**config.mk**
```make
export PLATFORM = sky130hd
export DESIGN_NAME = imul_core
export DESIGN_NICKNAME = d
export VERILOG_FILES = /design/src/rtl/imul_pkg.sv /design/src/rtl/imul_seq.sv /design/src/rtl/imul_iter.sv /design/src/rtl/imul_finish.sv /design/src/rtl/imul_core.sv
export SDC_FILE = /design/constraint.sdc
export NUM_CORES = 1
export LEC_CHECK = 0
export BUFFER_PORTS_ARGS = -buffer_cell sky130_fd_sc_hd__buf_2
export CAP_MARGIN = 25
export CORE_UTILIZATION = 33
export DETAILED_ROUTE_END_ITERATION = 6
export GPL_TIMING_DRIVEN = 0
export PLACE_DENSITY_LB_ADDON = 0.05
export SLEW_MARGIN = 0
export SYNTH_ARGS = -nofsm -noshare
export SYNTH_HDL_FRONTEND = slang
export SYNTH_SLANG_ARGS = --single-unit
```
**constraint.sdc**
```tcl
create_clock -name clk -period 7.6 [get_ports clk]
set_input_delay 1.52 -clock clk [delete_from_list [all_inputs] [get_ports clk]]
set_output_delay 1.52 -clock clk [all_outputs]
set_load 0.05 [all_outputs]
```
**src/rtl/imul_pkg.sv**
```systemverilog
package imul_pkg;
  localparam int SUBOP_W = 3;

  localparam logic [SUBOP_W-1:0] SUB_MUL   = 3'd0;
  localparam logic [SUBOP_W-1:0] SUB_MLA   = 3'd1;
  localparam logic [SUBOP_W-1:0] SUB_UMULL = 3'd4;
  localparam logic [SUBOP_W-1:0] SUB_SMULL = 3'd6;
  localparam logic [SUBOP_W-1:0] SUB_UMLAL = 3'd7;

  typedef struct packed {
    logic valid;
    logic is_long;
    logic is_signed;
    logic acc_short;
    logic acc_long;
  } op_ctl_t;

  typedef enum logic [1:0] {
    ST_IDLE = 2'd0,
    ST_RUN  = 2'd1,
    ST_WRAP = 2'd2
  } seq_state_t;

  function automatic op_ctl_t decode_op(input logic [SUBOP_W-1:0] code);
    op_ctl_t c;
    c = '0;
    case (code)
      SUB_MUL:   c.valid = 1'b1;
      SUB_MLA:   begin c.valid = 1'b1; c.acc_short = 1'b1; end
      SUB_UMULL: begin c.valid = 1'b1; c.is_long = 1'b1; end
      SUB_SMULL: begin c.valid = 1'b1; c.is_long = 1'b1; c.is_signed = 1'b1; end
      SUB_UMLAL: begin c.valid = 1'b1; c.is_long = 1'b1; c.acc_long = 1'b1; end
      default:   c = '0;
    endcase
    return c;
  endfunction
endpackage

```
**src/rtl/imul_seq.sv**
```systemverilog
module imul_seq
  import imul_pkg::*;
#(
  parameter int STEPS = 16
) (
  input  logic clk,
  input  logic rst_n,
  input  logic start,
  input  logic op_valid,
  output logic accept,
  output logic step_en,
  output logic finish,
  output logic busy
);
  localparam int CW = (STEPS > 1) ? $clog2(STEPS) : 1;
  localparam logic [CW-1:0] LAST = CW'(STEPS - 1);

  seq_state_t state_q;
  logic [CW-1:0] cnt_q;

  assign accept  = start && (state_q == ST_IDLE);
  assign step_en = (state_q == ST_RUN);
  assign finish  = (state_q == ST_WRAP);
  assign busy    = (state_q != ST_IDLE);

  always_ff @(posedge clk) begin
    if (!rst_n) begin
      state_q <= ST_IDLE;
      cnt_q   <= '0;
    end else begin
      case (state_q)
        ST_IDLE: begin
          cnt_q <= '0;
          if (start) state_q <= op_valid ? ST_RUN : ST_WRAP;
        end
        ST_RUN: begin
          cnt_q <= cnt_q + 1'b1;
          if (cnt_q == LAST) state_q <= ST_WRAP;
        end
        default: state_q <= ST_IDLE;
      endcase
    end
  end
endmodule

```
**src/rtl/imul_iter.sv**
```systemverilog
module imul_iter #(
  parameter int W  = 32,
  parameter int SB = 2
) (
  input  logic           clk,
  input  logic           rst_n,
  input  logic           load,
  input  logic           step,
  input  logic [W-1:0]   mag_a,
  input  logic [W-1:0]   mag_b,
  output logic [2*W-1:0] prod
);
  logic [W-1:0]      mcand_q, mplier_q;
  logic [2*W-1:0]    prod_q;
  logic [W+SB-1:0]   upper;
  logic [2*W+SB-1:0] joined;

  // multiplicand times one SB-bit digit of the multiplier
  function automatic logic [W+SB-1:0] digit_mult(input logic [W-1:0] m,
                                                 input logic [SB-1:0] d);
    logic [W+SB-1:0] acc;
    acc = '0;
    for (int i = 0; i < SB; i++)
      if (d[i]) acc = acc + ({{SB{1'b0}}, m} << i);
    return acc;
  endfunction

  always_comb begin
    upper  = {{SB{1'b0}}, prod_q[2*W-1:W]} + digit_mult(mcand_q, mplier_q[SB-1:0]);
    joined = {upper, prod_q[W-1:0]};
  end

  always_ff @(posedge clk) begin
    if (!rst_n) begin
      mcand_q  <= '0;
      mplier_q <= '0;
      prod_q   <= '0;
    end else if (load) begin
      mcand_q  <= mag_a;
      mplier_q <= mag_b;
      prod_q   <= '0;
    end else if (step) begin
      mplier_q <= mplier_q >> SB;
      prod_q   <= joined[2*W+SB-1:SB];
    end
  end

  assign prod = prod_q;
endmodule

```
**src/rtl/imul_finish.sv**
```systemverilog
module imul_finish #(
  parameter int W = 32
) (
  input  logic           is_long,
  input  logic           acc_short,
  input  logic           acc_long,
  input  logic           negate,
  input  logic [2*W-1:0] raw,
  input  logic [W-1:0]   acc_lo,
  input  logic [W-1:0]   acc_hi,
  output logic [W-1:0]   lo,
  output logic [W-1:0]   hi,
  output logic           n,
  output logic           z
);
  logic [2*W-1:0] full;
  logic [W-1:0]   short_sum;

  function automatic logic [2*W-1:0] apply_sign(input logic [2*W-1:0] v, input logic neg);
    return neg ? (~v + 1'b1) : v;
  endfunction

  function automatic logic [2*W-1:0] add_wide(input logic [2*W-1:0] v,
                                              input logic [W-1:0] h,
                                              input logic [W-1:0] l,
                                              input logic en);
    return en ? (v + {h, l}) : v;
  endfunction

  always_comb begin
    full      = add_wide(apply_sign(raw, negate), acc_hi, acc_lo, acc_long);
    short_sum = raw[W-1:0] + (acc_short ? acc_lo : '0);
    if (is_long) begin
      lo = full[W-1:0];
      hi = full[2*W-1:W];
      n  = full[2*W-1];
      z  = ~|full;
    end else begin
      lo = short_sum;
      hi = '0;
      n  = short_sum[W-1];
      z  = ~|short_sum;
    end
  end
endmodule

```
**src/rtl/imul_core.sv**
```systemverilog
module imul_core
  import imul_pkg::*;
#(
  parameter int W         = 32,
  parameter int STEP_BITS = 2
) (
  input  logic               clk,
  input  logic               rst_n,
  input  logic               start_i,
  input  logic [SUBOP_W-1:0] subop_i,
  input  logic               set_flags_i,
  input  logic [W-1:0]       src_a_i,
  input  logic [W-1:0]       src_b_i,
  input  logic [W-1:0]       acc_lo_i,
  input  logic [W-1:0]       acc_hi_i,
  output logic               busy_o,
  output logic               done_o,
  output logic               unsup_o,
  output logic               wr_lo_o,
  output logic               wr_hi_o,
  output logic [W-1:0]       res_lo_o,
  output logic [W-1:0]       res_hi_o,
  output logic               flag_upd_o,
  output logic               flag_n_o,
  output logic               flag_z_o
);
  localparam int STEPS = W / STEP_BITS;

  // named internal events, also observed by the checker
  logic    accept, step_en, finish, busy;
  op_ctl_t dec;

  logic           valid_q, long_q, accs_q, accl_q, neg_q, sf_q;
  logic [W-1:0]   alo_q, ahi_q;
  logic [W-1:0]   mag_a, mag_b;
  logic [2*W-1:0] raw_prod;
  logic [W-1:0]   fin_lo, fin_hi;
  logic           fin_n, fin_z;

  function automatic logic [W-1:0] magnitude(input logic [W-1:0] v, input logic sgn);
    return (sgn && v[W-1]) ? (~v + 1'b1) : v;
  endfunction

  assign dec   = decode_op(subop_i);
  assign mag_a = magnitude(src_a_i, dec.is_signed);
  assign mag_b = magnitude(src_b_i, dec.is_signed);

  imul_seq #(.STEPS(STEPS)) u_seq (
    .clk      (clk),
    .rst_n    (rst_n),
    .start    (start_i),
    .op_valid (dec.valid),
    .accept   (accept),
    .step_en  (step_en),
    .finish   (finish),
    .busy     (busy)
  );

  always_ff @(posedge clk) begin
    if (!rst_n) begin
      valid_q <= 1'b0;
      long_q  <= 1'b0;
      accs_q  <= 1'b0;
      accl_q  <= 1'b0;
      neg_q   <= 1'b0;
      sf_q    <= 1'b0;
      alo_q   <= '0;
      ahi_q   <= '0;
    end else if (accept) begin
      valid_q <= dec.valid;
      long_q  <= dec.is_long;
      accs_q  <= dec.acc_short;
      accl_q  <= dec.acc_long;
      neg_q   <= dec.is_signed && (src_a_i[W-1] ^ src_b_i[W-1]);
      sf_q    <= set_flags_i;
      alo_q   <= acc_lo_i;
      ahi_q   <= acc_hi_i;
    end
  end

  imul_iter #(.W(W), .SB(STEP_BITS)) u_iter (
    .clk   (clk),
    .rst_n (rst_n),
    .load  (accept && dec.valid),
    .step  (step_en),
    .mag_a (mag_a),
    .mag_b (mag_b),
    .prod  (raw_prod)
  );

  imul_finish #(.W(W)) u_fin (
    .is_long   (long_q),
    .acc_short (accs_q),
    .acc_long  (accl_q),
    .negate    (neg_q),
    .raw       (raw_prod),
    .acc_lo    (alo_q),
    .acc_hi    (ahi_q),
    .lo        (fin_lo),
    .hi        (fin_hi),
    .n         (fin_n),
    .z         (fin_z)
  );

  always_ff @(posedge clk) begin
    if (!rst_n) begin
      done_o     <= 1'b0;
      unsup_o    <= 1'b0;
      wr_lo_o    <= 1'b0;
      wr_hi_o    <= 1'b0;
      flag_upd_o <= 1'b0;
      res_lo_o   <= '0;
      res_hi_o   <= '0;
      flag_n_o   <= 1'b0;
      flag_z_o   <= 1'b0;
    end else begin
      done_o     <= finish;
      unsup_o    <= finish && !valid_q;
      wr_lo_o    <= finish && valid_q;
      wr_hi_o    <= finish && valid_q && long_q;
      flag_upd_o <= finish && valid_q && sf_q;
      if (finish && valid_q) res_lo_o <= fin_lo;
      if (finish && valid_q && long_q) res_hi_o <= fin_hi;
      if (finish && valid_q && sf_q) begin
        flag_n_o <= fin_n;
        flag_z_o <= fin_z;
      end
    end
  end

  assign busy_o = busy;
endmodule

```
# Word level (Yosys, flattened, before mapping)
# Cells that the tools add are included.
dict set report totals {
  ff_bits 275
  in_bits 135
  output_inout_bits 72
  wordCells 90
}
dict set report op_classes {
  addsub 8
  eq_ne 9
  muxes 23
  bitwise 5
  n_reduce_logical 23
}
# op n
set ops {}
lappend ops {{32-bit two-way mux} 8}
lappend ops {{64-bit two-way mux} 2}
lappend ops {{32-bit by 1-bit adder with 32-bit output, second input constant} 2}
lappend ops {{64-bit by 1-bit adder with 64-bit output, second input constant} 1}
lappend ops {{64-bit adder} 1}
lappend ops {{32-bit NOT} 2}
lappend ops {{64-bit NOT} 1}
lappend ops {{64-bit OR reduction} 1}
lappend ops {{32-bit by 34-bit adder with 34-bit output} 1}
lappend ops {{34-bit by 33-bit adder with 34-bit output} 1}
lappend ops {{34-bit two-way mux} 1}
lappend ops {{32-bit adder} 1}
lappend ops {{32-bit OR reduction} 1}
lappend ops {{3-bit == test, second input constant} 3}
lappend ops {{1-bit logical AND} 9}
lappend ops {{4-bit case mux with 2 select lines} 1}
lappend ops {{1-bit two-way mux} 7}
lappend ops {{2-bit two-way mux} 3}
lappend ops {{2-bit nonzero test} 3}
lappend ops {{5-bit OR reduction} 1}
lappend ops {{4-bit by 1-bit adder with 4-bit output, second input constant} 1}
lappend ops {{4-bit == test, second input constant} 1}
lappend ops {{2-bit case mux with 2 select lines} 1}
lappend ops {{3-bit by 1-bit == test with 1-bit output, second input constant} 1}
lappend ops {{12 further kinds} 14}

# Longest topological paths before layout
dict set report logic_depth {
  depth_word 8
  depth_mapped 27
  depth_no_buf 27
}

# Hierarchy
# A second synthesis with hierarchy kept.
dict set report hier_totals {
  cells_unflattened 3166
  area_unflattened_um2 24649.9
}
# mod instances cells_each area_per_inst_um2 seq_area_each_um2
set modules_own_cells {}
lappend modules_own_cells {imul_finish 1 1372 9059.9 0.0}
lappend modules_own_cells {imul_iter 1 1015 8683.3 2562.5}
lappend modules_own_cells {imul_core 1 747 6618.8 2822.7}
lappend modules_own_cells {imul_seq 1 32 287.8 120.1}

# Worst setup path before layout
# Ideal clock, no wire load.
dict set report synth_timing {
  path_kind {register to register}
  start {reg u_iter.prod_q[0] (netlist: u_iter.prod[0])}
  end {reg flag_z_o}
  setup_ps 60
  arrival_ps 5503
  required_ps 7540
  slack_ps 2037
  stages_incl_launch_ff 23
  n_path_buf 3
  period_less_slack_ps 5563
  path_cell_list {dfxtp_1 or4_1 or3_1 buf_2 or4_4 buf_6 or2_1 o31ai_1 xor2_1 inv_1 ha_1 clkbuf_1 a211oi_1 a22oi_1 a21boi_0 o311ai_0 o21a_1 o21a_1 o21bai_1 xor2_1 a2111oi_0 nand4b_1 nand2_1}
}
dict set report synth_between {
  elab_chain_len 8
  word_cells_on_any_way 11
  classes_between {3 x add/sub; 3 x mux; 1 x bitwise; 4 x reduce/logical}
}
# item line_no
set synth_rtl {}
lappend synth_rtl {{start: declaration} imul_iter.sv:14} ;# logic [2*W-1:0] prod_q;
lappend synth_rtl {{start signal: assignment} imul_iter.sv:44} ;# prod_q <= joined[2*W+SB-1:SB];
lappend synth_rtl {{64-bit NOT} imul_finish.sv:20} ;# return neg ? (~v + 1'b1) : v;
lappend synth_rtl {{64-bit by 1-bit adder with 64-bit output} imul_finish.sv:20}
lappend synth_rtl {{64-bit two-way mux} imul_finish.sv:20}
lappend synth_rtl {{64-bit adder} imul_finish.sv:27} ;# return en ? (v + {h, l}) : v;
lappend synth_rtl {{64-bit two-way mux} imul_finish.sv:27}
lappend synth_rtl {{64-bit OR reduction} imul_finish.sv:37} ;# z = ~|full;
lappend synth_rtl {{1-bit zero test} imul_finish.sv:37}
lappend synth_rtl {{1-bit two-way mux (*)} imul_finish.sv:33} ;# if (is_long) begin
lappend synth_rtl {{end signal: assignment} imul_core.sv:126} ;# flag_z_o <= fin_z;
lappend synth_rtl {{end: declaration} imul_core.sv:25} ;# output logic flag_z_o
# Mark *: on every way between the ends. The rest lies on a longest branch, timed or not.
# A chain may end at the register's enable or synchronous reset.

# Worst setup path in the final report
dict set report layout_timing {
  start {reg u_iter.prod_q[6] (netlist: u_iter.prod[6])}
  end {reg flag_z_o}
}
# Same word-level chain as after synthesis.

==> results_dict.tcl <==
set metrics [dict create \
    outcome "finished clean" \
    cts.reportedPaths.clkPinSlew_ps 60 \
    post-route-drc-count 0 \
    switching_power_uw 1260 \
    cts_hold_buffers 0 \
    post_synth_mux_area_share 0.0267 \
    pnr_worst_setup_slack_ps 275 \
    power_frac_seq 0.388 \
    yosysUniqueCellTypes 74 \
    crit_arrival_ps 7850 \
    floorplan.initialDensity 0.334 \
    rrSetupSlack_ps 270 \
    max_capacitance_violation_count 0 \
    power.ir.vdd_worst_mv 0.117 \
    port_buffers 206 \
    antenna_left 0 \
    wirelength_um 96200 \
    worstRegToRegCells 23 \
    synth_top_family_by_area "compound AO/OA/AOI/OAI gates" \
    clock_latency_ps 590 \
    synth-compound-area-share 0.270 \
    finalSetupViolations 0 \
    finalClockSkew_ps 35.2 \
    post-dp-hpwl_um 77800 \
    core_region_area_mm2 0.0674 \
    synth_warnings 0 \
    numPlacedInstances 4147 \
    slew_headroom 0.230 \
    die_area_mm2 0.0694 \
    synthFlopType "sky130_fd_sc_hd__dfxtp_1" \
    crit_required_ps 8130 \
    crit_type "flip-flop to flip-flop" \
    vias_per_cell 5.64 \
    tightestPinTransition_ps 1150 \
    share_comb_of_total_power 0.167 \
    final_layout_size_suffix_gt1_frac 0.100 \
    critical_path.cell_chain "or4_1, nand2b_1, clkbuf_1, or4_1, clkbuf_1, or2_1, o21ai_0, xnor2_1, ha_1, clkbuf_1, a21oi_1, o21ai_0, a221oi_1, o21ai_0, a21oi_1, o21ai_2, a2111oi_0, o31ai_1, a211o_1, nor4_1, and4_1, nand4b_1, nand2_1" \
    detailroute.wirelength.met3_um 5340 \
    final_cells 4214 \
    async_reset_ff_frac 0 \
    routed_length_on_met2_um 41700 \
    critical_path.n_buffers_inverters 3 \
    timing.hold.worst.start "res_lo_o[0]" \
    route.layer.met1.wl_um 47000 \
    final_design_instance_area_without_fill_mm2 0.0260 \
    cellInternalPower_uw 2780 \
    min_path_type "flip-flop to flip-flop" \
    grt_pass1_wl_um 143000 \
    fp.dieH_um 263 \
    number_of_core_rows 95 \
    power_switching_share 0.311 \
    yosys.area_share.xor_xnor 0.0921 \
    fillCellCount 7127 \
    globalplace.congestion 0.993 \
    fin_crit_ps 7330 \
    end_kind "flip-flop" \
    highest_layer "met5" \
    final-hold-violation-count 0 \
    dr.first_iter.drc_count 1789 \
    post_synth_inst_count 3062 \
    synth_seq_cells 275 \
    cts.sinks 275 \
    syn_avg_cell_area_um2 7.36 \
    grt_pass1_vias 23000 \
    cts-root-buf "sky130_fd_sc_hd__clkbuf_16" \
    pin_count_of_the_biggest_net_entering_global_routing 13 \
    power.total_uw 4040 \
    die_span_in_x_um 263 \
    cellPowerDensity_mw_per_mm2 155 \
    top_ports 207 \
    cp-endpoint "flag_z_o" \
    layout_worst_path_cycle_share 0.964 \
    critical-path-max-stage-delay_ps 640 \
    critical_path_fanout_max 10 \
    dpl-instance-area_mm2 0.0248 \
    synth_area_mm2 0.0225 \
    synth_simple_gate_area_frac 0.231 \
    final-max-slew-violation-count 0 \
    place_ws_ps -50.6 \
    fmax_mhz 137 \
    num-nets-final 3620 \
    grt_antenna_before_repair 4 \
    tritoncts.num_buffers 37 \
    mappedNetlistNets 3368 \
    cp-startpoint "u_iter.prod[6]" \
    path_depth 23 \
    critical_path.reg2reg.startpoint "u_iter.prod[6]" \
    postCtsSetupRepairBufs 0 \
    gr-total-overflow 0 \
    drt-wirelength-per-cell_um 22.8 \
    drt_first_pass_iters 5 \
    synth_sequential_area_ratio 0.244 \
    power.clock.fraction 0.445 \
    synth-edff-count 0 \
    cpLargestDelayFamily "compound AO/OA/AOI/OAI gates" \
    vias 23800 \
    n_antenna_cell 0 \
    grt_use_total 0.270 \
    timing.critical_path.from_type "flip-flop" \
    r2r-end "flag_z_o" \
    static_leakage_power_uw 0.0112 \
    cts_max_level 2 \
    clock_tree_buf_depth 3 \
    cts_tree "yes" \
    post_synth_fa_ha_maj_area_fraction 0.0963 \
    area_growth_syn_to_layout_pct 15.6 \
    crit_slowest_cell "sky130_fd_sc_hd__or4_1" \
]
==> worst register-to-register path, stage by stage (launching register included) <==
cell and delay, ps:
sky130_fd_sc_hd__dfxtp_1 390, sky130_fd_sc_hd__or4_1 640, sky130_fd_sc_hd__nand2b_1 200, sky130_fd_sc_hd__clkbuf_1 230, sky130_fd_sc_hd__or4_1 600, sky130_fd_sc_hd__clkbuf_1 260, sky130_fd_sc_hd__or2_1 350, sky130_fd_sc_hd__o21ai_0 210
sky130_fd_sc_hd__xnor2_1 300, sky130_fd_sc_hd__ha_1 330, sky130_fd_sc_hd__clkbuf_1 200, sky130_fd_sc_hd__a21oi_1 260, sky130_fd_sc_hd__o21ai_0 230, sky130_fd_sc_hd__a221oi_1 400, sky130_fd_sc_hd__o21ai_0 210, sky130_fd_sc_hd__a21oi_1 210
sky130_fd_sc_hd__o21ai_2 170, sky130_fd_sc_hd__a2111oi_0 620, sky130_fd_sc_hd__o31ai_1 270, sky130_fd_sc_hd__a211o_1 310, sky130_fd_sc_hd__nor4_1 280, sky130_fd_sc_hd__and4_1 260, sky130_fd_sc_hd__nand4b_1 210, sky130_fd_sc_hd__nand2_1 130
==> cell type report <==
type / count / area [µm²] / share of cell area
tap: 873 / 1090 / 0.0419
timing repair buffer: 213 / 1130 / 0.0436
sequential: 275 / 5510 / 0.211
inverter: 72 / 270 / 0.0104
clock buffer: 53 / 1070 / 0.0409
buffer: 169 / 647 / 0.0248
clock inverter: 13 / 179 / 0.00687
multi-input combinational: 2546 / 16200 / 0.620
==> synthesized netlist by cell type (61+ instances only) <==
library cell,instances,area (µm²)
sky130_fd_sc_hd__xor2_1,97,850
sky130_fd_sc_hd__nor3_1,61,305
sky130_fd_sc_hd__inv_1,72,270
sky130_fd_sc_hd__clkbuf_1,154,578
sky130_fd_sc_hd__a21oi_1,330,1650
sky130_fd_sc_hd__dfxtp_1,275,5510
sky130_fd_sc_hd__and2_1,90,563
sky130_fd_sc_hd__xnor2_1,140,1230
sky130_fd_sc_hd__a211oi_1,94,706
sky130_fd_sc_hd__o21ai_0,121,606
sky130_fd_sc_hd__ha_1,167,2090
sky130_fd_sc_hd__a21o_1,91,683
sky130_fd_sc_hd__nand2_1,477,1790
sky130_fd_sc_hd__nor2_1,281,1050
==> timing repair <==
| item | CTS | global route |
|---|---|---|
| endpoints found under the setup margin | 1 | 1 |
| endpoints found under the hold margin | 0 | 0 |
| resized for setup | 2 | 7 |
==> worst min path at each step <==
stage,endpoint,slack (ps),cells past startpoint
global route,res_lo_o[27],480,2
CTS,res_lo_o[0],450,2
finish,res_lo_o[0],450,2
detailed placement,res_lo_o[0],440,2
floorplan,unsup_o,430,1
global placement,res_lo_o[9],440,2
==> cell usage in the layout (no fill, tap or decap), types with 94 or more instances in the layout <==
cell and n:
sky130_fd_sc_hd__nand2_1 477, sky130_fd_sc_hd__a21oi_1 330, sky130_fd_sc_hd__nor2_1 281, sky130_fd_sc_hd__dfxtp_1 275, sky130_fd_sc_hd__buf_2 210, sky130_fd_sc_hd__ha_1 167, sky130_fd_sc_hd__clkbuf_1 161, sky130_fd_sc_hd__xnor2_1 140
sky130_fd_sc_hd__o21ai_0 121, sky130_fd_sc_hd__xor2_1 97, sky130_fd_sc_hd__a211oi_1 94
==> state kept, by name, summed over array words and instances (netlist names), 2 cells and up <==
name and flops:
ahi_q 32, alo_q 32, res_hi_o 32, res_lo_o 32
u_iter.mcand_q 32, u_iter.mplier_q 32, u_iter.prod 64, u_seq.cnt_q 4
u_seq.state_q 2
==> through the flow <==
stage	setup TNS (ps)	utilization	hold slack [ps]
2_1_floorplan	0	-	427
3_3_place_gp	-142	0.366	443
3_5_place_dp	-50.6	0.367	444
4_1_cts	0	0.386	451
5_1_grt	-30.8	0.386	478
6_report	0	0.386	450
==> per-layer routing <==
metal,vias to the layer above,global-route usage
li1,11500,-
met1,11300,0.388
met2,758,0.427
met3,119,0.0321
met4,2,0.0634
met5,-,0
==> logic make-up (layout without fill, tap and decap cells) <==
logic type / count (synthesis) / after routing
and+or+nand+nor: 1143 / 1143
buffers and inverters: 241 / 520
muxes: 56 / 56
AOI/OAI and AO/OA: 939 / 939
adders and majority gates: 171 / 171
DFF: 275 / 275
xor gates and xnor gates: 237 / 237
==> power groups by stage <==
stage | clock, µW | sequential, µW | combinational [µW]
after global placement | 0 | 1600 | 655
after global routing | 1900 | 1570 | 736
final | 1800 | 1570 | 675
after floorplan | 0 | 1570 | 416
after detailed placement | 0 | 1600 | 666
after CTS | 1840 | 1570 | 669
Note: power is estimated with default switching activity, not from simulation.
